**src/rtl/mclk_ratio_div.sv**
```systemverilog
module mclk_ratio_div #(
  parameter int CNT_W    = 10,
  parameter int LO_RATIO = 256,
  parameter int HI_RATIO = 384
) (
  input  logic mclk,
  input  logic rst_n,
  input  logic frame_clk,
  output logic clk_en,
  output logic locked,
  output logic mode_384
);

  localparam logic [CNT_W-1:0] CNT_MAX = {CNT_W{1'b1}};
  localparam logic [CNT_W-1:0] LO_LAST = CNT_W'(LO_RATIO - 1);
  localparam logic [CNT_W-1:0] HI_LAST = CNT_W'(HI_RATIO - 1);
  localparam logic [1:0] C_NONE = 2'd0, C_LO = 2'd1, C_HI = 2'd2;

  logic [2:0]       fs;
  logic [CNT_W-1:0] cnt;
  logic [1:0]       ph;
  logic [1:0]       prev_cls;
  logic             started;
  logic             rise;
  logic [1:0]       cls;
  logic [1:0]       ph_eff;

  assign rise   = fs[1] & ~fs[2];
  assign cls    = (cnt == LO_LAST) ? C_LO : (cnt == HI_LAST) ? C_HI : C_NONE;
  assign ph_eff = rise ? 2'd0 : ph;
  assign clk_en = locked & (~mode_384 | (ph_eff != 2'd2));

  always_ff @(posedge mclk or negedge rst_n) begin
    if (!rst_n) begin
      fs       <= '0;
      cnt      <= '0;
      ph       <= '0;
      prev_cls <= C_NONE;
      started  <= 1'b0;
      locked   <= 1'b0;
      mode_384 <= 1'b0;
    end else begin
      fs <= {fs[1:0], frame_clk};
      ph <= (ph_eff == 2'd2) ? 2'd0 : ph_eff + 2'd1;
      if (rise)
        cnt <= '0;
      else if (cnt != CNT_MAX)
        cnt <= cnt + 1'b1;
      if (rise) begin
        if (!started) begin
          started <= 1'b1;
        end else begin
          prev_cls <= cls;
          if (cls != C_NONE && cls == prev_cls) begin
            locked   <= 1'b1;
            mode_384 <= (cls == C_HI);
          end else begin
            locked <= 1'b0;
          end
        end
      end else if (cnt == CNT_MAX) begin
        locked   <= 1'b0;
        prev_cls <= C_NONE;
      end
    end
  end

endmodule


```
**config.mk**
```make
export PLATFORM = sky130hd
export DESIGN_NAME = mclk_ratio_div
export DESIGN_NICKNAME = d
export VERILOG_FILES = /design/src/rtl/mclk_ratio_div.sv
export SDC_FILE = /design/constraint.sdc
export NUM_CORES = 1
export LEC_CHECK = 0
export BUFFER_PORTS_ARGS = -buffer_cell sky130_fd_sc_hd__buf_2
export CAP_MARGIN = 40
export CORE_MARGIN = 1.5
export CORE_UTILIZATION = 30
export DETAILED_ROUTE_END_ITERATION = 10
export SETUP_SLACK_MARGIN = 0.4
export SLEW_MARGIN = 10
export SYNTH_ARGS = -nofsm -noshare
export SYNTH_HDL_FRONTEND = slang
export SYNTH_SLANG_ARGS = --single-unit
```
**constraint.sdc**
```tcl
create_clock -name mclk -period 5.14 [get_ports mclk]
set_clock_uncertainty 0.2 [all_clocks]
set_input_delay 0.514 -clock mclk [delete_from_list [all_inputs] [get_ports mclk]]
set_output_delay 0.514 -clock mclk [all_outputs]
set_load 0.01 [all_outputs]
```
Word level (Yosys, flattened, before mapping) --
Index checks and enable logic that the tools add are counted.
Word-level totals: memories 0, flip-flop bits (word level) 20, bits in writable memories 0, output and inout bits 3, memory bits (read-only) 0, latch bits 0, input port bits 3, word-level logic and storage cells 42
Operators by class: shift operators 0, multiplexer cells 13, magnitude comparators 0, div/mod/pow operators 0, equality and inequality tests 9, reduce and logical (&&, ||, !) cells 6, bitwise operators 5, add/subtract/negate cells 2, multiply operators 0
Operators with widths (count):
- $mux 10 | 2
- $mux 2 | 7
- $add 10x1->10 const B | 1
- $eq 10x10->1 const B | 1
- $eq 10x8->1 const B | 1
- $eq 10x9->1 const B | 1
- $ne 10x10->1 const B | 1
- $reduce_bool 2->1 | 3
- $eq 2x2->1 const B | 2
- $mux 1 | 4
- $ne 2x2->1 const B | 2
- $reduce_and 3->1 | 1
- $add 2x1->2 const B | 1
- $and 1x1->1 | 2
- $eq 2x2->1 | 1
- $not 1->1 | 2
- $reduce_and 2->1 | 1
- $logic_and 1x1->1 | 1
- $or 1x1->1 | 1

Depth between registers and ports, before layout --
depth after elaboration 8, gate-level depth with buffers 5

Least setup slack after synthesis --
OpenSTA, ideal clock, no wires.
path type register to output, start point reg fs[1], end point out clk_en, path buffers 1, slack 3.340 ns, data arrival time 1.086 ns, cell stages (with the launch flop) 5, cells stage by stage dfrtp_1 -> nor2b_1 -> clkbuf_1 -> nor3_1 -> nor2_1
On the way: longest elaborated chain between the ends 5
RTL lines:
- start, declared | line 19 | logic [2:0] fs;
- start signal, assigned | line 43 | fs <= {fs[1:0], frame_clk};
- $and 1x1->1 | line 28 | assign rise = fs[1] & ~fs[2];
- $mux 2 | line 30 | assign ph_eff = rise ? 2'd0 : ph;
- $ne 2x2->1 | line 31 | assign clk_en = locked & (~mode_384 | (ph_eff != 2'd2));
- $or 1x1->1 | line 31
- $and 1x1->1 | line 31
- end, declared | line 9 | output logic clk_en,
No other way between the ends.

Final worst setup path --
Same ends and word-level chain as after synthesis.

==> flow_summary.toml <==
[status]
status = "complete, no violations"

[synthesis]
yosys.area.top_type = "dfrtp_1"
synthTopCellsByArea = "dfrtp_1, a211oi_1, o2111ai_4"
synth.cell_area_sq_um = 1050
synth_top_family_by_area = "simple AND/OR/NAND/NOR gates"
synth_compound_area_share_pct = 18.8
synthDistinctLibCells = 38
synthAdderAreaFrac_pct = 1.20
yosys_register_bits = 20
synth.area.mux_share_pct = 2.39
syn_nets = 102
synth_area_per_cell_sq_um = 10.7
synth-simple-area-share_pct = 24.6
synth_xor_area_share_pct = 0
yosysSeqAreaShare_pct = 47.8
synthCells = 98
yosysTopAreaCellShare_pct = 47.8
yosysWarnings = 0

[sta]
finalHoldViolations = 0
fin_crit_sh_pct = 48.1
drv_slew = 0
max_freq_ghz = 0.405
worst_slew_pin_slew_ns = 0.844
timing.hold.ws_ns = 0.0999
rsz0062_at_grt = "no"
slew_headroom_pct = 43.6
fin_crit_ns = 2.47
timing.setup.tns_ns = 0
setup_violations = 0

[cells_and_area]
nNetsFinal = 107
layout_commonest_cell = "dfrtp_1"
fillers = 341
drive_gt1_share_pct = 19.6
diodes = 0
design_area_sq_um = 1160
area_delta_synth_final_pct = 10.5

[critical_path]
crit_arrival_ns = 1.76
cp-start-kind = "flip-flop"
cp-end-kind = "output pin"
cp.required_ns = 4.43
cp_max_fo = 11
crit_type = "flip-flop to output pin"

[placement]
place_area_sq_um = 1090
port_buffers = 5
gp_congestion = 0.763
dpl.hpwl_mm = 1.39

[grt]
grtUsageTotal_pct = 11.8
antenna_found_initial = 0
grt_max_degree = 21
first_global_vias = 675
grt_pass1_wl_mm = 3.26
overflow = 0

[route]
vias = 777
antenna_left = 0
first_iter_violations = 35
wl_per_cell_um = 13.9
drtPass1Iterations = 4
drc = 0
routed_wl_mm = 2.05
via_per_inst = 5.25

[floorplanning]
die_y_um = 62.1
dieArea_sq_um = 3850
row_count = 21
io_pins = 6
die_w_um = 62.1
initial_core_util_pct = 31.3
core_area_sq_um = 3340

[power_and_ir_drop]
peakVddDrop_mv = 0.185
p_per_area_nw_per_um2 = 317
leakage_uw = 0.000462

[cts]
cts_tree = "built"
cts.clk_slew.worst_paths_ns = 0.12
cts_root_buf = "clkbuf_4"
clock_sinks = 20
cts.repair_timing.setup_buffer_count = 0
cts_resized = 0
hold_buffers = 1
clk_latency_ns = 0.31
cts_buffers = 3
ctsHtreeMaxLevel = 1
max-clock-path-buffers = 2

[worst_hold_path]
hp-class = "primary input to flip-flop"

[flow_run]
cap_violations = 0
[kinds of logic (layout without fill, tap and decap cells)]
logic type      after synthesis  count (layout)
compound gates               25              25
fa+ha+maj                     1               1
buf+inv                      11              15
flops                        20              20
mux                           2               2
simple gates                 39              39
[path summary, 6_finish.rpt]
kind	cells past startpoint	to	slack, ns	startpoint
min reg2reg	0	fs[1]$_DFF_PN0_	0.17	fs[0]$_DFF_PN0_
max reg2reg	4	mode_384$_DFFE_PN0P_	3.09	cnt[0]$_DFFE_PN0P_
min	1	fs[0]$_DFF_PN0_	0.1	frame_clk
max in group asynchronous	2	cnt[1]$_DFFE_PN0P_	3.96	rst_n
max	4	clk_en	2.67	fs[1]$_DFF_PN0_
min in group asynchronous	2	prev_cls[1]$_DFFE_PN0P_	0.46	rst_n
[metrics by stage]
stage	util, %	total power [uW]	cells	setup slack [ns]
after floorplan	-	223	98	3.34
after global placement	32.8	236	143	3.06
after detailed placement	32.8	238	143	3.00
after CTS	34.6	370	148	2.64
after global routing	34.6	386	148	2.52
final	34.6	367	148	2.67
[Yosys cell counts]
| cell | instances |
|---|---|
| a31o_2 | 1 |
| nand4_1 | 4 |
| o2bb2ai_1 | 1 |
| dfrtp_1 | 20 |
| nand2_1 | 4 |
| mux2i_1 | 1 |
| nand3b_1 | 1 |
| mux2_4 | 1 |
| nand3_1 | 3 |
| ha_1 | 1 |
| and3b_1 | 1 |
| inv_1 | 5 |
| and4_1 | 2 |
| o31ai_1 | 1 |
| a21oi_1 | 5 |
| buf_6 | 1 |
| a41oi_1 | 2 |
| nor3_1 | 5 |
| a211oi_1 | 5 |
| and4_2 | 1 |
| and3_1 | 1 |
| and3b_2 | 2 |
| o311a_1 | 1 |
| buf_2 | 4 |
| a31oi_1 | 3 |
| and4bb_2 | 2 |
| nor2_1 | 3 |
| nand4_2 | 1 |
| nor3b_1 | 1 |
| clkbuf_1 | 1 |
| and3_2 | 1 |
| nand2b_1 | 3 |
| o41ai_2 | 1 |
| o21ai_0 | 4 |
| and2_1 | 1 |
| nor2b_1 | 2 |
| nor4_1 | 1 |
| o2111ai_4 | 1 |
[area by class of cell]
| cell class | instances | area (sq um) | area share [%] |
|---|---|---|---|
| inverter | 5 | 18.8 | 1.62 |
| timing repair buffer | 6 | 35.0 | 3.03 |
| clock inverter | 1 | 30.0 | 2.60 |
| sequential | 20 | 500 | 43.3 |
| clock buffer | 3 | 22.5 | 1.95 |
| multi-input combinational | 67 | 492 | 42.5 |
| tap | 46 | 57.6 | 4.98 |
[state kept, by name, indices dropped and copies added, names as in the netlist]
name	cells
cnt	10
fs	3
ph	2
prev_cls	2
locked	1
mode_384	1
started	1
[metal layers]
layer	share of wire, %	track usage [%]
met4	2.1	5.47
met1	50	16.8
met2	46	17.9
met3	1.7	1.24
met5	0	0
[where the power goes]
group / switching [uW] / internal (uW) / total, uW
sequential: 20.9 / 174 / 195
combinational: 23.6 / 18.7 / 42.3
clock: 50.7 / 78.9 / 130
[critical path: stages, from the launching register on]
cell,delay (ns)
dfrtp_1,0.41
nor2b_1,0.69
nor3_1,0.11
nor2_1,0.11
buf_2,0.13
(Power assumes the default switching activity.)
